<file path="src/rtl/mcrypt_pkg.sv">
package mcrypt_pkg;
  // Rotation amounts and additive constant of the keystream round
  localparam int unsigned MIX_ROT_A = 7;
  localparam int unsigned MIX_ROT_B = 11;
  localparam int unsigned MIX_ROT_C = 17;
  localparam logic [63:0] MIX_ADD   = 64'h9E37_79B9_7F4A_7C15;
  localparam int unsigned MAX_DATA_W = 64;
endpackage

</file>
<file path="src/rtl/mcrypt_seed_bank.sv">
module mcrypt_seed_bank #(
  parameter int unsigned DATA_W   = 32,
  parameter int unsigned NUM_KEYS = 2,
  localparam int unsigned SEL_W   = (NUM_KEYS > 1) ? $clog2(NUM_KEYS) : 1
) (
  input  logic              clk,
  input  logic              rst_n,
  input  logic              seed_we,
  input  logic [SEL_W-1:0]  seed_idx,
  input  logic [DATA_W-1:0] seed_wdata,
  input  logic              sel_we,
  input  logic [SEL_W-1:0]  sel_wdata,
  output logic [DATA_W-1:0] seed_active
);
  logic [NUM_KEYS*DATA_W-1:0] seeds_flat;
  logic [SEL_W-1:0]           sel_q;
  logic                       sel_en;

  // Select register: writes of an out-of-range index are dropped
  always_comb begin
    sel_en = sel_we && (int'(sel_wdata) < NUM_KEYS);
  end

  always_ff @(posedge clk or negedge rst_n) begin
    if (!rst_n) begin
      sel_q <= '0;
    end else if (sel_en) begin
      sel_q <= sel_wdata;
    end
  end

  for (genvar g = 0; g < NUM_KEYS; g++) begin : g_seed
    logic [DATA_W-1:0] seed_q;
    logic              seed_en;

    always_comb begin
      seed_en = seed_we && (int'(seed_idx) == g);
    end

    always_ff @(posedge clk or negedge rst_n) begin
      if (!rst_n) begin
        seed_q <= '0;
      end else if (seed_en) begin
        seed_q <= seed_wdata;
      end
    end

    assign seeds_flat[g*DATA_W +: DATA_W] = seed_q;
  end

  assign seed_active = seeds_flat[int'(sel_q)*DATA_W +: DATA_W];
endmodule

</file>
<file path="src/rtl/mcrypt_keymix.sv">
module mcrypt_keymix
  import mcrypt_pkg::*;
#(
  parameter int unsigned DATA_W = 32,
  parameter int unsigned ADDR_W = 8
) (
  input  logic [DATA_W-1:0] seed,
  input  logic [ADDR_W-1:0] addr,
  output logic [DATA_W-1:0] key
);
  localparam int unsigned RA = MIX_ROT_A % DATA_W;
  localparam int unsigned RB = MIX_ROT_B % DATA_W;
  localparam int unsigned RC = MIX_ROT_C % DATA_W;
  localparam logic [DATA_W-1:0] ADD_C = MIX_ADD[DATA_W-1:0];

  function automatic logic [DATA_W-1:0] rotl(input logic [DATA_W-1:0] v, input int unsigned r);
    logic [2*DATA_W-1:0] d;
    d = {v, v} << r;
    return d[2*DATA_W-1:DATA_W];
  endfunction

  logic [DATA_W-1:0] v_in, a_st, b_st;

  // One fixed round: rotate-xor, rotate-add with constant, rotate-xor
  always_comb begin
    v_in = seed ^ DATA_W'(addr);
    a_st = v_in ^ rotl(v_in, RA);
    b_st = a_st + rotl(a_st, RB) + ADD_C;
    key  = b_st ^ rotl(b_st, RC);
  end
endmodule

</file>
<file path="src/rtl/mcrypt_load_path.sv">
module mcrypt_load_path #(
  parameter int unsigned DATA_W = 32
) (
  input  logic              clk,
  input  logic              rst_n,
  input  logic              issue,
  input  logic [DATA_W-1:0] key_now,
  input  logic              mem_rvalid,
  input  logic [DATA_W-1:0] mem_rdata,
  input  logic [DATA_W-1:0] rnd_word,
  output logic              rsp_valid,
  output logic [DATA_W-1:0] rsp_share0,
  output logic [DATA_W-1:0] rsp_share1
);
  logic [DATA_W-1:0] key_hold_q;
  logic [DATA_W-1:0] sh0_d, sh1_d;
  logic              rsp_valid_d;

  // Key captured at issue so later seed writes cannot reach this load
  always_ff @(posedge clk or negedge rst_n) begin
    if (!rst_n) begin
      key_hold_q <= '0;
    end else if (issue) begin
      key_hold_q <= key_now;
    end
  end

  // Remask first, then strip the keystream: plain value never sits alone
  always_comb begin
    rsp_valid_d = mem_rvalid;
    sh0_d       = (mem_rdata ^ rnd_word) ^ key_hold_q;
    sh1_d       = rnd_word;
  end

  always_ff @(posedge clk or negedge rst_n) begin
    if (!rst_n) begin
      rsp_valid <= 1'b0;
    end else begin
      rsp_valid <= rsp_valid_d;
    end
  end

  always_ff @(posedge clk or negedge rst_n) begin
    if (!rst_n) begin
      rsp_share0 <= '0;
      rsp_share1 <= '0;
    end else if (mem_rvalid) begin
      rsp_share0 <= sh0_d;
      rsp_share1 <= sh1_d;
    end
  end
endmodule

</file>
<file path="src/rtl/mcrypt_if.sv">
module mcrypt_if
  import mcrypt_pkg::*;
#(
  parameter int unsigned DATA_W   = 32,
  parameter int unsigned ADDR_W   = 8,
  parameter int unsigned NUM_KEYS = 2,
  localparam int unsigned SEL_W   = (NUM_KEYS > 1) ? $clog2(NUM_KEYS) : 1
) (
  input  logic              clk,
  input  logic              rst_n,
  input  logic              csr_seed_we,
  input  logic [SEL_W-1:0]  csr_seed_idx,
  input  logic [DATA_W-1:0] csr_seed_wdata,
  input  logic              csr_sel_we,
  input  logic [SEL_W-1:0]  csr_sel_wdata,
  input  logic              req_valid,
  input  logic              req_write,
  input  logic [ADDR_W-1:0] req_addr,
  input  logic [DATA_W-1:0] req_share0,
  input  logic [DATA_W-1:0] req_share1,
  input  logic [DATA_W-1:0] rnd_word,
  output logic              mem_req,
  output logic              mem_we,
  output logic [ADDR_W-1:0] mem_addr,
  output logic [DATA_W-1:0] mem_wdata,
  input  logic              mem_rvalid,
  input  logic [DATA_W-1:0] mem_rdata,
  output logic              rsp_valid,
  output logic [DATA_W-1:0] rsp_share0,
  output logic [DATA_W-1:0] rsp_share1
);
  initial begin
    if (DATA_W > MAX_DATA_W || ADDR_W > DATA_W || NUM_KEYS < 2)
      $error("mcrypt_if: unsupported parameter set");
  end

  logic [DATA_W-1:0] seed_active;
  logic [DATA_W-1:0] key_now;
  logic              load_issue;

  mcrypt_seed_bank #(.DATA_W(DATA_W), .NUM_KEYS(NUM_KEYS)) u_seeds (
    .clk        (clk),
    .rst_n      (rst_n),
    .seed_we    (csr_seed_we),
    .seed_idx   (csr_seed_idx),
    .seed_wdata (csr_seed_wdata),
    .sel_we     (csr_sel_we),
    .sel_wdata  (csr_sel_wdata),
    .seed_active(seed_active)
  );

  mcrypt_keymix #(.DATA_W(DATA_W), .ADDR_W(ADDR_W)) u_mix (
    .seed(seed_active),
    .addr(req_addr),
    .key (key_now)
  );

  always_comb begin
    load_issue = req_valid && !req_write;
    mem_req    = req_valid;
    mem_we     = req_write;
    mem_addr   = req_addr;
    // share 0 is keyed before share 1 joins in
    mem_wdata  = (req_share0 ^ key_now) ^ req_share1;
  end

  mcrypt_load_path #(.DATA_W(DATA_W)) u_load (
    .clk       (clk),
    .rst_n     (rst_n),
    .issue     (load_issue),
    .key_now   (key_now),
    .mem_rvalid(mem_rvalid),
    .mem_rdata (mem_rdata),
    .rnd_word  (rnd_word),
    .rsp_valid (rsp_valid),
    .rsp_share0(rsp_share0),
    .rsp_share1(rsp_share1)
  );
endmodule

</file>
<file path="config.mk">
export PLATFORM = sky130hd
export DESIGN_NAME = mcrypt_if
export DESIGN_NICKNAME = d
export VERILOG_FILES = /design/src/rtl/mcrypt_pkg.sv /design/src/rtl/mcrypt_seed_bank.sv /design/src/rtl/mcrypt_keymix.sv /design/src/rtl/mcrypt_load_path.sv /design/src/rtl/mcrypt_if.sv
export SDC_FILE = /design/constraint.sdc
export NUM_CORES = 1
export LEC_CHECK = 0
export BUFFER_PORTS_ARGS = -buffer_cell sky130_fd_sc_hd__buf_2
export CAP_MARGIN = 20
export CORE_ASPECT_RATIO = 1.75
export CORE_UTILIZATION = 59
export DETAILED_ROUTE_END_ITERATION = 8
export HOLD_SLACK_MARGIN = 0.06
export PLACE_DENSITY = 0.88
export SLEW_MARGIN = 20
export SYNTH_ARGS = -nofsm -noshare
export SYNTH_HDL_FRONTEND = slang
export SYNTH_HIERARCHICAL = 1
export SYNTH_SLANG_ARGS = --single-unit
</file>
<file path="constraint.sdc">
create_clock -name clk -period 14.5 [get_ports clk]
set_clock_uncertainty 0.05 [all_clocks]
set_input_delay 2.175 -clock clk [delete_from_list [all_inputs] [get_ports clk]]
set_output_delay 2.175 -clock clk [all_outputs]
set_load 0.1 [all_outputs]
</file>
==> results of run 1 <==
-- kinds of logic after synthesis --
| group | after synthesis | share of synthesized area [%] |
|---|---|---|
| adder cells (fa/ha/maj) | 52 | 5.919 |
| flip-flops | 162 | 36.46 |
| multiplexers | 193 | 20.90 |
| buffers and inverters | 86 | 4.513 |
| AO/OA/AOI/OAI | 96 | 6.493 |
| AND/OR/NAND/NOR | 71 | 3.129 |
| XOR/XNOR | 177 | 22.59 |
-- stage by stage --
step                      std cells  hold slack [ns]  utilization, %
after floorplan                 837           0.4196               -
after global placement         1319           0.4310           67.80
after detailed placement       1319           0.4366           67.80
after CTS                      1349           0.4515           71.08
after global routing           1349           0.4590           71.08
final                          1350           0.4509           71.10
-- worst reg2reg max path: cells and delay by family, from the launching register on --
kind / cells / cell delay, ns
buffers and inverters: 2 / 0.49
adders and majority gates: 2 / 0.77
xor gates and xnor gates: 3 / 1.00
muxes: 2 / 0.76
AOI/OAI and AO/OA: 5 / 1.38
DFF: 1 / 0.35
-- cell usage in the layout (no fill, tap or decap), drive strengths merged, types with 2 or more instances in the layout --
cell type and n:
inv 45, and3 3, a21boi 3, a21oi 29
nand3 7, xor3 64, nand2b 2, a211oi 2
nor3 2, a21o 14, and2 2, nor2b 3
a31oi 4, o221ai 2, o21a 6, nand2 23
nor2 14, clkinvlp 3, xor2 56, a221oi 3
o21ai 14, xnor2 57, o211ai 2, nand4 11
buf 286, dfrtp 162, o31ai 4, clkbuf 21
mux2 193, o21bai 5, bufinv 4, ha 51
-- state kept, by name, summed over array words and instances (netlist names) --
register,flops
u_load/key_hold_q,32
u_load/rsp_share1,32
u_load/rsp_share0,32
u_seeds/g_seed.seed_q,64
u_load/rsp_valid,1
u_seeds/sel_q,1
-- worst paths after layout --
check                                                           end                                      from  slack, ns  cells past startpoint
min                        u_seeds/g_seed[1].seed_q[15]$_DFFE_PN0P_  u_seeds/g_seed[1].seed_q[15]$_DFFE_PN0P_       0.45                      1
max reg2reg                       u_load/key_hold_q[13]$_DFFE_PN0P_                 u_seeds/sel_q$_DFFE_PN0P_       9.59                     14
max in group asynchronous         u_load/key_hold_q[19]$_DFFE_PN0P_                                     rst_n      11.21                      2
max                                                   mem_wdata[19]                               req_addr[0]       5.82                     14
min in group asynchronous                 u_seeds/sel_q$_DFFE_PN0P_                                     rst_n       1.79                      1
min reg2reg                u_seeds/g_seed[1].seed_q[15]$_DFFE_PN0P_  u_seeds/g_seed[1].seed_q[15]$_DFFE_PN0P_       0.45                      1
-- area by class of cell --
class                           instances  area, um2  area share [%]
Clock inverter                          9      156.4           1.189
Sequential cell                       162       4054           30.82
Clock buffer                           21      450.4           3.425
Antenna cell                            1      2.502         0.01903
Tap cell                              238      297.8           2.264
Inverter                               44      165.2           1.256
Timing Repair Buffer                  286       1448           11.01
Multi-Input combinational cell        589       6578           50.01
-- layer usage --
| metal | vias to the layer above | global-route usage [%] | part of all wire (%) |
|---|---|---|---|
| met5 | - | 0 | 0 |
| met4 | 0 | 20.00 | 6.3 |
| met3 | 101 | 4.750 | 4.4 |
| met2 | 309 | 57.91 | 56 |
| met1 | 3762 | 30.29 | 34 |
| li1 | 3474 | - | - |
==> flow_summary.html, run 1 <==
<table>
<tr><th>Metric</th><th>Value</th></tr>
<tr><th colspan="2">Outcome</th></tr>
<tr><td>Status</td><td>complete, no violations</td></tr>
<tr><th colspan="2">Timing</th></tr>
<tr><td>Number of failing hold endpoints at the final stage</td><td>0</td></tr>
<tr><td>Fin. max-slew vios</td><td>0</td></tr>
<tr><td>Number of failing setup endpoints in the final timing report</td><td>0</td></tr>
<tr><td>RSZ-0062 raised after global routing</td><td>no</td></tr>
<tr><td>Relative slew slack</td><td>28.97%</td></tr>
<tr><td>Shortest period the worst path allows</td><td>between 8 and 9 ns</td></tr>
<tr><td>Accumulated negative setup slack</td><td>0 ns</td></tr>
<tr><td>Fmax</td><td>115.2 MHz</td></tr>
<tr><td>Final clock period utilization by the worst path</td><td>59.87%</td></tr>
<tr><td>Least setup slack across all paths after layout</td><td>roughly 5.8 ns</td></tr>
<tr><td>Worst Max-Slew Pin Slew</td><td>around 1.1 ns</td></tr>
<tr><th colspan="2">CTS</th></tr>
<tr><td>Hold_buf cts</td><td>0</td></tr>
<tr><td>Post-CTS clock slew at the launch and capture registers of the worst setup and hold paths</td><td>0.06 ns</td></tr>
<tr><td>Cts repair resizes</td><td>0</td></tr>
<tr><td>Number of buffers inserted by post-CTS setup repair</td><td>0</td></tr>
<tr><td>Root Buffer Master</td><td>sky130_fd_sc_hd__clkbuf_16</td></tr>
<tr><td>Number of buffers created by CTS</td><td>17</td></tr>
<tr><td>Maximum root-to-sink buffer count</td><td>2</td></tr>
<tr><td>Number of H-tree levels</td><td>4</td></tr>
<tr><td>Source-to-sink clock delay at the later pin of the worst-skew pair</td><td>0.42 ns</td></tr>
<tr><td>Clock tree from TritonCTS</td><td>built</td></tr>
<tr><td>Number of clock sinks seen by CTS</td><td>162</td></tr>
<tr><th colspan="2">Finish</th></tr>
<tr><td>Synthesis-to-finish area growth</td><td>18.29%</td></tr>
<tr><td>Final Cell Area</td><td>about 13000 um2</td></tr>
<tr><td>Layout cell share with drive strength beyond 1</td><td>between 40% and 50%</td></tr>
<tr><td># fillers</td><td>between 1k and 1.5k</td></tr>
<tr><td>Layout Nets</td><td>about 1.3k</td></tr>
<tr><th colspan="2">Worst setup path</th></tr>
<tr><td>Buffers and inverters on the worst path</td><td>2</td></tr>
<tr><td>Worst Setup Path Type</td><td>in -&gt; out</td></tr>
<tr><td>Delay of the slowest cell on the worst path</td><td>around 0.5 ns</td></tr>
<tr><td>Kind of start point of the critical path</td><td>input pin</td></tr>
<tr><td>Ordered cell list for the critical path</td><td>buf_2 &gt; xor2_1 &gt; xnor2_1 &gt; nand2b_1 &gt; ha_1 &gt; fa_1 &gt; a21o_1 &gt; a221oi_4 &gt; o211ai_2 &gt; a21boi_2 &gt; xnor2_1 &gt; xor2_1 &gt; xor3_1 &gt; buf_2</td></tr>
<tr><td>Arr. time, crit path</td><td>approximately 6.5 ns</td></tr>
<tr><td>Largest driver fanout on the critical path</td><td>5</td></tr>
<tr><td>Crit-path slowest cell</td><td>sky130_fd_sc_hd__xnor2_1</td></tr>
<tr><td>Kind of end point of the critical path</td><td>primary output</td></tr>
<tr><td>Worst endpoint required time</td><td>12.27 ns</td></tr>
<tr><td>Family with the most delay on the worst path</td><td>XOR/XNOR gates</td></tr>
<tr><th colspan="2">Die</th></tr>
<tr><td>Standard cell core area</td><td>approximately 18000 um2</td></tr>
<tr><td>Overall die area</td><td>~19000 um2</td></tr>
<tr><td>Initial standard-cell utilization of the core</td><td>60.11%</td></tr>
<tr><td>Count of standard-cell rows</td><td>66</td></tr>
<tr><td>Count of boundary I/O pins</td><td>284</td></tr>
<tr><td>Horizontal extent of the die</td><td>~110 um</td></tr>
<tr><td>Die Y-Extent</td><td>between 150 and 200 um</td></tr>
<tr><th colspan="2">Detailed routing</th></tr>
<tr><td>Post-detailed-route count of antenna-violating nets</td><td>0</td></tr>
<tr><td>DR vias/cell</td><td>approximately 5.7</td></tr>
<tr><td>Vias post-DR</td><td>between 7k and 8k</td></tr>
<tr><td>Final routed wire length divided by cell count</td><td>21.59 um</td></tr>
<tr><td>Initial DRC Count</td><td>~270</td></tr>
<tr><td>Routed Wire Length</td><td>approximately 29000 um</td></tr>
<tr><td>Total DRC errors in the routed layout</td><td>0</td></tr>
<tr><td>First-pass iteration count of the detailed router</td><td>4</td></tr>
<tr><th colspan="2">Global route</th></tr>
<tr><td>Number of global-route vias before repair</td><td>~8.2k</td></tr>
<tr><td>Overflow left after global routing</td><td>0</td></tr>
<tr><td>Maximum number of pins on one net before global-route repair</td><td>approximately 100</td></tr>
<tr><td>First-pass GRT wire length</td><td>roughly 44000 um</td></tr>
<tr><td>Aggregate global-route resource usage</td><td>between 30% and 40%</td></tr>
<tr><td>Antenna violations before repair</td><td>0</td></tr>
<tr><th colspan="2">Synth</th></tr>
<tr><td>Net count of the mapped netlist</td><td>1066</td></tr>
<tr><td>Register bit count reported by yosys</td><td>around 160</td></tr>
<tr><td>Yosys cell types</td><td>between 50 and 60</td></tr>
<tr><td>Leading area contributor after synthesis</td><td>sky130_fd_sc_hd__dfrtp_1</td></tr>
<tr><td>Cell area after synthesis</td><td>11120 um2</td></tr>
<tr><td>Most used standard cells in the synthesized netlist</td><td>sky130_fd_sc_hd__dfrtp_1, sky130_fd_sc_hd__mux2_2, sky130_fd_sc_hd__xor3_1</td></tr>
<tr><td>Cell with the most instances after synthesis</td><td>sky130_fd_sc_hd__dfrtp_1</td></tr>
<tr><td>Dominant register cell in the synthesized netlist</td><td>sky130_fd_sc_hd__dfrtp_1</td></tr>
<tr><td>Fraction of registers with async set or reset after synthesis</td><td>between 90% and 100%</td></tr>
<tr><td>Fraction of synthesized cell area taken by the top area cell type</td><td>about 36%</td></tr>
<tr><td>Number of enable flip-flop cells after synthesis</td><td>0</td></tr>
<tr><td>Synth area leaders</td><td>sky130_fd_sc_hd__dfrtp_1, sky130_fd_sc_hd__mux2_2, sky130_fd_sc_hd__xor3_1</td></tr>
<tr><td>Avg Synthesized Cell Area</td><td>between 10 and 15 um2</td></tr>
<tr><td>Sequential fraction of the synthesis area</td><td>36.46%</td></tr>
<tr><td>Cell count after synthesis</td><td>837</td></tr>
<tr><td>Count of synthesis-stage warnings from yosys</td><td>6</td></tr>
<tr><th colspan="2">Job</th></tr>
<tr><td>Max Cap Violations</td><td>0</td></tr>
<tr><th colspan="2">Place</th></tr>
<tr><td>Placer's final routability congestion estimate</td><td>about 1.0</td></tr>
<tr><td>Half-perimeter wire length of the detailed placement result</td><td>around 23000 um</td></tr>
<tr><td>Number of port buffers</td><td>between 200 and 300</td></tr>
<tr><td>Area post-placement</td><td>12540 um2</td></tr>
<tr><td>Dpl ws</td><td>approximately 5.8 ns</td></tr>
<tr><th colspan="2">Hold path</th></tr>
<tr><td>Class of the tightest hold or removal check</td><td>reg -&gt; reg</td></tr>
</table>
Power of run 1 is left out: the tool's default activity adds up to more than one toggle a clock period on the data nets, which glitch-free logic cannot reach.
==> inputs of run 2 (changes only) <==
--- a/config.mk
+++ b/config.mk
@@ -8,10 +8,10 @@
 export BUFFER_PORTS_ARGS = -buffer_cell sky130_fd_sc_hd__buf_2
 export CAP_MARGIN = 20
 export CORE_ASPECT_RATIO = 1.75
-export CORE_UTILIZATION = 59
+export CORE_UTILIZATION = 49
 export DETAILED_ROUTE_END_ITERATION = 8
 export HOLD_SLACK_MARGIN = 0.06
-export PLACE_DENSITY = 0.88
+export PLACE_DENSITY = 0.78
 export SLEW_MARGIN = 20
 export SYNTH_ARGS = -nofsm -noshare
 export SYNTH_HDL_FRONTEND = slang
==> constraint.sdc (replaced) <==
create_clock -name clk -period 7.8 [get_ports clk]
set_clock_uncertainty 0.05 [all_clocks]
set_input_delay 1.17 -clock clk [delete_from_list [all_inputs] [get_ports clk]]
set_output_delay 1.17 -clock clk [all_outputs]
set_load 0.1 [all_outputs]
==> flow_summary.html, run 2 (synthesis results as in run 1) <==
<table>
<tr><th>Metric</th><th>Value</th></tr>
<tr><th colspan="2">Outcome</th></tr>
<tr><td>Status</td><td>complete, no violations</td></tr>
<tr><th colspan="2">Job</th></tr>
<tr><td>Max Cap Violations</td><td>0</td></tr>
<tr><th colspan="2">Detailed routing</th></tr>
<tr><td>Final routed wire length divided by cell count</td><td>a little over 20 um</td></tr>
<tr><td>Routed Wire Length</td><td>about 28000 um</td></tr>
<tr><td>First-pass iteration count of the detailed router</td><td>5</td></tr>
<tr><td>Initial DRC Count</td><td>338</td></tr>
<tr><td>DR vias/cell</td><td>roughly 5.3</td></tr>
<tr><td>Total DRC errors in the routed layout</td><td>0</td></tr>
<tr><td>Vias post-DR</td><td>between 7k and 8k</td></tr>
<tr><td>Post-detailed-route count of antenna-violating nets</td><td>0</td></tr>
<tr><th colspan="2">Timing</th></tr>
<tr><td>Final clock period utilization by the worst path</td><td>a little over nine tenths</td></tr>
<tr><td>Worst Max-Slew Pin Slew</td><td>between 1 and 1.5 ns</td></tr>
<tr><td>Relative slew slack</td><td>between 20% and 30%</td></tr>
<tr><td>Fin. max-slew vios</td><td>0</td></tr>
<tr><td>Shortest period the worst path allows</td><td>~7.3 ns</td></tr>
<tr><td>RSZ-0062 raised after global routing</td><td>no</td></tr>
<tr><td>Fmax</td><td>about 140 MHz</td></tr>
<tr><td>Least setup slack across all paths after layout</td><td>around 0.47 ns</td></tr>
<tr><td>Number of failing hold endpoints at the final stage</td><td>0</td></tr>
<tr><td>Number of failing setup endpoints in the final timing report</td><td>0</td></tr>
<tr><td>Accumulated negative setup slack</td><td>0 ns</td></tr>
<tr><th colspan="2">Worst setup path</th></tr>
<tr><td>Logic depth of the worst register-to-register path</td><td>15</td></tr>
<tr><td>Arr. time, crit path</td><td>approximately 6 ns</td></tr>
<tr><td>R2R Path Start</td><td>u_seeds/sel_q$_DFFE_PN0P_</td></tr>
<tr><td>Kind of end point of the critical path</td><td>primary output</td></tr>
<tr><td>Kind of start point of the critical path</td><td>flop</td></tr>
<tr><td>Largest driver fanout on the critical path</td><td>16</td></tr>
<tr><td>Worst endpoint required time</td><td>approximately 6.6 ns</td></tr>
<tr><td>R2r setup slk</td><td>about 2.6 ns</td></tr>
<tr><td>Worst Setup Path Type</td><td>reg -&gt; out</td></tr>
<tr><td>Crit Reg-Reg Endpoint</td><td>u_load/key_hold_q[21]$_DFFE_PN0P_</td></tr>
<tr><th colspan="2">Die</th></tr>
<tr><td>Standard cell core area</td><td>~22000 um2</td></tr>
<tr><td>Overall die area</td><td>23320 um2</td></tr>
<tr><td>Initial standard-cell utilization of the core</td><td>50.17%</td></tr>
<tr><td>Count of boundary I/O pins</td><td>roughly 280</td></tr>
<tr><td>Count of standard-cell rows</td><td>slightly above 70</td></tr>
<tr><td>Horizontal extent of the die</td><td>115.9 um</td></tr>
<tr><td>Die Y-Extent</td><td>201.3 um</td></tr>
<tr><th colspan="2">CTS</th></tr>
<tr><td>Maximum root-to-sink buffer count</td><td>2</td></tr>
<tr><td>Clock tree from TritonCTS</td><td>built</td></tr>
<tr><td>Cts repair resizes</td><td>0</td></tr>
<tr><td>Post-CTS clock slew at the launch and capture registers of the worst setup and hold paths</td><td>about 0.060 ns</td></tr>
<tr><td>Hold_buf cts</td><td>0</td></tr>
<tr><td>Number of buffers inserted by post-CTS setup repair</td><td>0</td></tr>
<tr><td>Number of buffers created by CTS</td><td>17</td></tr>
<tr><td>Source-to-sink clock delay at the later pin of the worst-skew pair</td><td>~0.44 ns</td></tr>
<tr><td>Number of H-tree levels</td><td>4</td></tr>
<tr><td>Root Buffer Master</td><td>sky130_fd_sc_hd__clkbuf_16</td></tr>
<tr><td>Number of clock sinks seen by CTS</td><td>162</td></tr>
<tr><th colspan="2">Finish</th></tr>
<tr><td>Most common cell after layout, fill and taps aside</td><td>sky130_fd_sc_hd__buf_2</td></tr>
<tr><td>Most frequent cells in the layout</td><td>sky130_fd_sc_hd__buf_2, sky130_fd_sc_hd__dfrtp_1, sky130_fd_sc_hd__mux2_2, sky130_fd_sc_hd__xor3_1, sky130_fd_sc_hd__xnor2_1</td></tr>
<tr><td>Register with the most flip-flops</td><td>u_seeds/g_seed.seed_q</td></tr>
<tr><td># fillers</td><td>1858</td></tr>
<tr><td>Synthesis-to-finish area growth</td><td>18.50%</td></tr>
<tr><td>Layout cell share with drive strength beyond 1</td><td>a little under half</td></tr>
<tr><td>Max FFs per register</td><td>64</td></tr>
<tr><td>Antenna Cells</td><td>0</td></tr>
<tr><td>Layout Nets</td><td>around 1.3k</td></tr>
<tr><th colspan="2">Place</th></tr>
<tr><td>Placer's final routability congestion estimate</td><td>~0.99</td></tr>
<tr><td>Half-perimeter wire length of the detailed placement result</td><td>23210 um</td></tr>
<tr><td>Dpl ws</td><td>~0.91 ns</td></tr>
<tr><td>Number of port buffers</td><td>~280</td></tr>
<tr><th colspan="2">Global route</th></tr>
<tr><td>Overflow left after global routing</td><td>0</td></tr>
<tr><td>Aggregate global-route resource usage</td><td>approximately a quarter</td></tr>
<tr><td>Antenna violations before repair</td><td>0</td></tr>
<tr><td>Number of global-route vias before repair</td><td>between 7k and 8k</td></tr>
<tr><td>Maximum number of pins on one net before global-route repair</td><td>87</td></tr>
<tr><td>First-pass GRT wire length</td><td>43060 um</td></tr>
<tr><th colspan="2">Hold path</th></tr>
<tr><td>Sink of the worst hold path</td><td>u_load/rsp_share1[29]$_DFFE_PN0P_</td></tr>
<tr><td>Class of the tightest hold or removal check</td><td>reg -&gt; reg</td></tr>
<tr><td>Hold Crit Start</td><td>u_load/rsp_share1[29]$_DFFE_PN0P_</td></tr>
<tr><td>Number of cells on the worst hold path</td><td>1</td></tr>
</table>
run 2: layout make-up:
class | count | area [um2] | area share [%]
Multi-Input combinational cell | 589 | 6578 | 49.92
Timing Repair Buffer | 287 | 1455 | 11.04
Tap cell | 296 | 370.4 | 2.811
Inverter | 44 | 165.2 | 1.254
Clock buffer | 22 | 474.2 | 3.599
Clock inverter | 10 | 78.83 | 0.5983
Sequential cell | 162 | 4054 | 30.77
run 2: worst max-delay path, stage by stage (launching register included):
cell and delay [ns]:
sky130_fd_sc_hd__dfrtp_1 0.75, sky130_fd_sc_hd__buf_4 0.34, sky130_fd_sc_hd__mux2_2 0.39, sky130_fd_sc_hd__xnor2_1 0.29, sky130_fd_sc_hd__inv_1 0.08, sky130_fd_sc_hd__ha_1 0.31
sky130_fd_sc_hd__ha_1 0.23, sky130_fd_sc_hd__fa_1 0.42, sky130_fd_sc_hd__a21o_1 0.24, sky130_fd_sc_hd__a221oi_4 0.54, sky130_fd_sc_hd__o311ai_4 0.21, sky130_fd_sc_hd__a21oi_2 0.23
sky130_fd_sc_hd__o21bai_2 0.08, sky130_fd_sc_hd__xor2_1 0.30, sky130_fd_sc_hd__xor2_1 0.46, sky130_fd_sc_hd__xor3_1 0.49, sky130_fd_sc_hd__buf_2 0.30
run 2: per-stage QoR:
step / util (%) / instances / area [um2] / hold slack (ns)
floorplan: - / 837 / 11120 / 0.4196
global placement: 56.96 / 1378 / 12620 / 0.4316
detailed placement: 56.96 / 1378 / 12620 / 0.4377
CTS: 59.45 / 1410 / 13180 / 0.4534
global route: 59.45 / 1410 / 13180 / 0.4630
finish: 59.45 / 1410 / 13180 / 0.4522
run 2: worst max-delay path by stage:
stage / to / cells past startpoint / from
after global placement: mem_wdata[21] / 15 / req_addr[0]
after global routing: mem_wdata[21] / 16 / u_seeds/sel_q$_DFFE_PN0P_
after CTS: mem_wdata[21] / 16 / u_seeds/sel_q$_DFFE_PN0P_
after detailed placement: mem_wdata[21] / 16 / u_seeds/sel_q$_DFFE_PN0P_
after floorplan: mem_wdata[14] / 12 / req_addr[1]
final: mem_wdata[21] / 16 / u_seeds/sel_q$_DFFE_PN0P_
run 2: routing by layer:
metal | vias to the layer above | wire length (um) | global-route usage (%)
met5 | - | 0 | 0
met4 | 0 | 1773 | 16.25
met1 | 3630 | 9710 | 24.56
li1 | 3485 | - | -
met2 | 277 | 15820 | 46.98
met3 | 75 | 1178 | 4.157
Power of run 2 is left out for the same reason.
==> inputs of run 3 (changes only) <==
--- a/config.mk
+++ b/config.mk
@@ -8,10 +8,11 @@
 export BUFFER_PORTS_ARGS = -buffer_cell sky130_fd_sc_hd__buf_2
 export CAP_MARGIN = 20
 export CORE_ASPECT_RATIO = 1.75
-export CORE_UTILIZATION = 49
+export CORE_UTILIZATION = 50
+export CTS_BUF_LIST = sky130_fd_sc_hd__clkbuf_4
 export DETAILED_ROUTE_END_ITERATION = 8
 export HOLD_SLACK_MARGIN = 0.06
-export PLACE_DENSITY = 0.78
+export PLACE_DENSITY = 0.79
 export SLEW_MARGIN = 20
 export SYNTH_ARGS = -nofsm -noshare
 export SYNTH_HDL_FRONTEND = slang
==> flow_summary.html, run 3 (synthesis results as in run 1) <==
<table>
<tr><th>Metric</th><th>Value</th></tr>
<tr><th colspan="2">Outcome</th></tr>
<tr><td>Status</td><td>complete, no violations</td></tr>
<tr><th colspan="2">Timing</th></tr>
<tr><td>Final clock period utilization by the worst path</td><td>a little over nine tenths</td></tr>
<tr><td>Fmax</td><td>136.5 MHz</td></tr>
<tr><td>RSZ-0062 raised after global routing</td><td>no</td></tr>
<tr><td>Worst Max-Slew Pin Slew</td><td>between 1 and 1.5 ns</td></tr>
<tr><td>Least setup slack across all paths after layout</td><td>0.4756 ns</td></tr>
<tr><td>Fin. max-slew vios</td><td>0</td></tr>
<tr><td>Number of failing hold endpoints at the final stage</td><td>0</td></tr>
<tr><td>Accumulated negative setup slack</td><td>0 ns</td></tr>
<tr><td>Worst Hold Margin</td><td>between 0.4 and 0.5 ns</td></tr>
<tr><td>Number of failing setup endpoints in the final timing report</td><td>0</td></tr>
<tr><td>Relative slew slack</td><td>between 20% and 30%</td></tr>
<tr><td>Shortest period the worst path allows</td><td>around 7.3 ns</td></tr>
<tr><th colspan="2">Global route</th></tr>
<tr><td>First-pass GRT wire length</td><td>between 40000 and 50000 um</td></tr>
<tr><td>M2 GR Usage</td><td>slightly above 50%</td></tr>
<tr><td>Top Usage Layer GRT</td><td>met2</td></tr>
<tr><td>Maximum number of pins on one net before global-route repair</td><td>89</td></tr>
<tr><td>Grt met1 use</td><td>about a quarter</td></tr>
<tr><td>Overflow left after global routing</td><td>0</td></tr>
<tr><td>Met3 GRT Util</td><td>under 10%</td></tr>
<tr><td>Number of global-route vias before repair</td><td>around 8k</td></tr>
<tr><td>Aggregate global-route resource usage</td><td>25.62%</td></tr>
<tr><td>Antenna violations before repair</td><td>1</td></tr>
<tr><th colspan="2">Finish</th></tr>
<tr><td># fillers</td><td>1869</td></tr>
<tr><td>Most frequent cells in the layout</td><td>sky130_fd_sc_hd__buf_2, sky130_fd_sc_hd__dfrtp_1, sky130_fd_sc_hd__mux2_2, sky130_fd_sc_hd__xor3_1, sky130_fd_sc_hd__xnor2_1</td></tr>
<tr><td>Synthesis-to-finish area growth</td><td>15.89%</td></tr>
<tr><td>Register with the most flip-flops</td><td>u_seeds/g_seed.seed_q</td></tr>
<tr><td>Layout cell share with drive strength beyond 1</td><td>about 47%</td></tr>
<tr><td>Layout Nets</td><td>around 1.3k</td></tr>
<tr><td>Max FFs per register</td><td>64</td></tr>
<tr><td>Most common cell after layout, fill and taps aside</td><td>sky130_fd_sc_hd__buf_2</td></tr>
<tr><th colspan="2">Worst setup path</th></tr>
<tr><td>Ordered cell list for the critical path</td><td>buf_4 &gt; mux2_2 &gt; xnor2_1 &gt; inv_1 &gt; ha_1 &gt; ha_1 &gt; fa_1 &gt; a21o_1 &gt; a221oi_4 &gt; o311ai_4 &gt; a21oi_2 &gt; o21bai_2 &gt; xor2_1 &gt; xor2_1 &gt; xor3_1 &gt; buf_2</td></tr>
<tr><td>Worst endpoint required time</td><td>6.58 ns</td></tr>
<tr><td>Delay of the slowest cell on the worst path</td><td>roughly 0.75 ns</td></tr>
<tr><td>Arr. time, crit path</td><td>6.10 ns</td></tr>
<tr><td>Kind of end point of the critical path</td><td>primary output</td></tr>
<tr><td>Kind of start point of the critical path</td><td>flop</td></tr>
<tr><td>Largest driver fanout on the critical path</td><td>14</td></tr>
<tr><td>Worst Setup Path Type</td><td>reg -&gt; out</td></tr>
<tr><td>Crit-path slowest cell</td><td>sky130_fd_sc_hd__dfrtp_1</td></tr>
<tr><th colspan="2">Die</th></tr>
<tr><td>Horizontal extent of the die</td><td>114.7 um</td></tr>
<tr><td>Overall die area</td><td>between 20000 and 25000 um2</td></tr>
<tr><td>Standard cell core area</td><td>~22000 um2</td></tr>
<tr><td>Count of standard-cell rows</td><td>71</td></tr>
<tr><td>Die Y-Extent</td><td>between 150 and 200 um</td></tr>
<tr><td>Count of boundary I/O pins</td><td>between 200 and 300</td></tr>
<tr><td>Initial standard-cell utilization of the core</td><td>between 50% and 60%</td></tr>
<tr><th colspan="2">CTS</th></tr>
<tr><td>Number of H-tree levels</td><td>4</td></tr>
<tr><td>Maximum root-to-sink buffer count</td><td>2</td></tr>
<tr><td>Post-CTS clock slew at the launch and capture registers of the worst setup and hold paths</td><td>between 0.1 and 0.15 ns</td></tr>
<tr><td>Clock tree from TritonCTS</td><td>built</td></tr>
<tr><td>Cts repair resizes</td><td>0</td></tr>
<tr><td>Number of buffers inserted by post-CTS setup repair</td><td>0</td></tr>
<tr><td>Root Buffer Master</td><td>sky130_fd_sc_hd__clkbuf_4</td></tr>
<tr><td>Number of buffers created by CTS</td><td>17</td></tr>
<tr><td>Source-to-sink clock delay at the later pin of the worst-skew pair</td><td>~0.6 ns</td></tr>
<tr><td>Number of clock sinks seen by CTS</td><td>between 150 and 200</td></tr>
<tr><td>Hold_buf cts</td><td>0</td></tr>
<tr><th colspan="2">Detailed routing</th></tr>
<tr><td>Total DRC errors in the routed layout</td><td>0</td></tr>
<tr><td>First-pass iteration count of the detailed router</td><td>4</td></tr>
<tr><td>Vias post-DR</td><td>7498</td></tr>
<tr><td>Routed Wire Length</td><td>roughly 28000 um</td></tr>
<tr><td>Initial DRC Count</td><td>around 310</td></tr>
<tr><td>DR vias/cell</td><td>~5.3</td></tr>
<tr><td>Post-detailed-route count of antenna-violating nets</td><td>0</td></tr>
<tr><td>Final routed wire length divided by cell count</td><td>between 20 and 25 um</td></tr>
<tr><th colspan="2">Place</th></tr>
<tr><td>Placer's final routability congestion estimate</td><td>a little over 0.9</td></tr>
<tr><td>Number of port buffers</td><td>around 280</td></tr>
<tr><td>Dpl ws</td><td>1.059 ns</td></tr>
<tr><td>Half-perimeter wire length of the detailed placement result</td><td>~23000 um</td></tr>
<tr><th colspan="2">Job</th></tr>
<tr><td>Max Cap Violations</td><td>0</td></tr>
<tr><th colspan="2">Hold path</th></tr>
<tr><td>Class of the tightest hold or removal check</td><td>reg -&gt; reg</td></tr>
</table>
run 3: final timing paths:
check	startpoint	end	slack, ns	cells past startpoint
worst min-delay path	u_seeds/g_seed[1].seed_q[19]$_DFFE_PN0P_	u_seeds/g_seed[1].seed_q[19]$_DFFE_PN0P_	0.47	1
worst max-delay path	u_seeds/sel_q$_DFFE_PN0P_	mem_wdata[21]	0.48	16
worst max register to register	u_seeds/sel_q$_DFFE_PN0P_	u_load/key_hold_q[10]$_DFFE_PN0P_	2.72	14
max in group asynchronous	rst_n	u_seeds/g_seed[0].seed_q[21]$_DFFE_PN0P_	5.71	2
min in group asynchronous	rst_n	u_load/rsp_share1[4]$_DFFE_PN0P_	0.52	1
worst min register to register	u_seeds/g_seed[1].seed_q[19]$_DFFE_PN0P_	u_seeds/g_seed[1].seed_q[19]$_DFFE_PN0P_	0.47	1
run 3: area by class of cell:
class,count,area (um2),share of cell area [%]
diodes,1,2.502,0.01942
clock buffers,17,127.6,0.9905
inverters,44,165.2,1.282
flip-flops and latches,162,4054,31.46
multi-input cells,589,6580,51.07
clock inverters,14,142.6,1.107
well taps,292,365.4,2.835
repair buffers,286,1448,11.24
run 3: per-layer routing:
metal	routed length [um]	share of wire (%)
met5	0	0
met2	16200	57
met3	1117	3.9
met1	9668	34
met4	1372	4.8
run 3: per-stage QoR:
| step | cell area (um2) | cells | util, % |
|---|---|---|---|
| floorplan | 11120 | 837 | - |
| global placement | 12610 | 1373 | 58.19 |
| detailed placement | 12610 | 1373 | 58.19 |
| CTS | 12880 | 1404 | 59.43 |
| global route | 12880 | 1405 | 59.44 |
| finish | 12880 | 1405 | 59.44 |
run 3: worst max-delay path: cells and delay by family, from the launching register on:
kind	cells	cell delay, ns
AOI/OAI and AO/OA	5	1.26
muxes	1	0.42
DFF	1	0.75
buffers and inverters	3	0.68
adders and majority gates	3	0.95
xor gates and xnor gates	4	1.43
Power of run 3 is left out for the same reason.
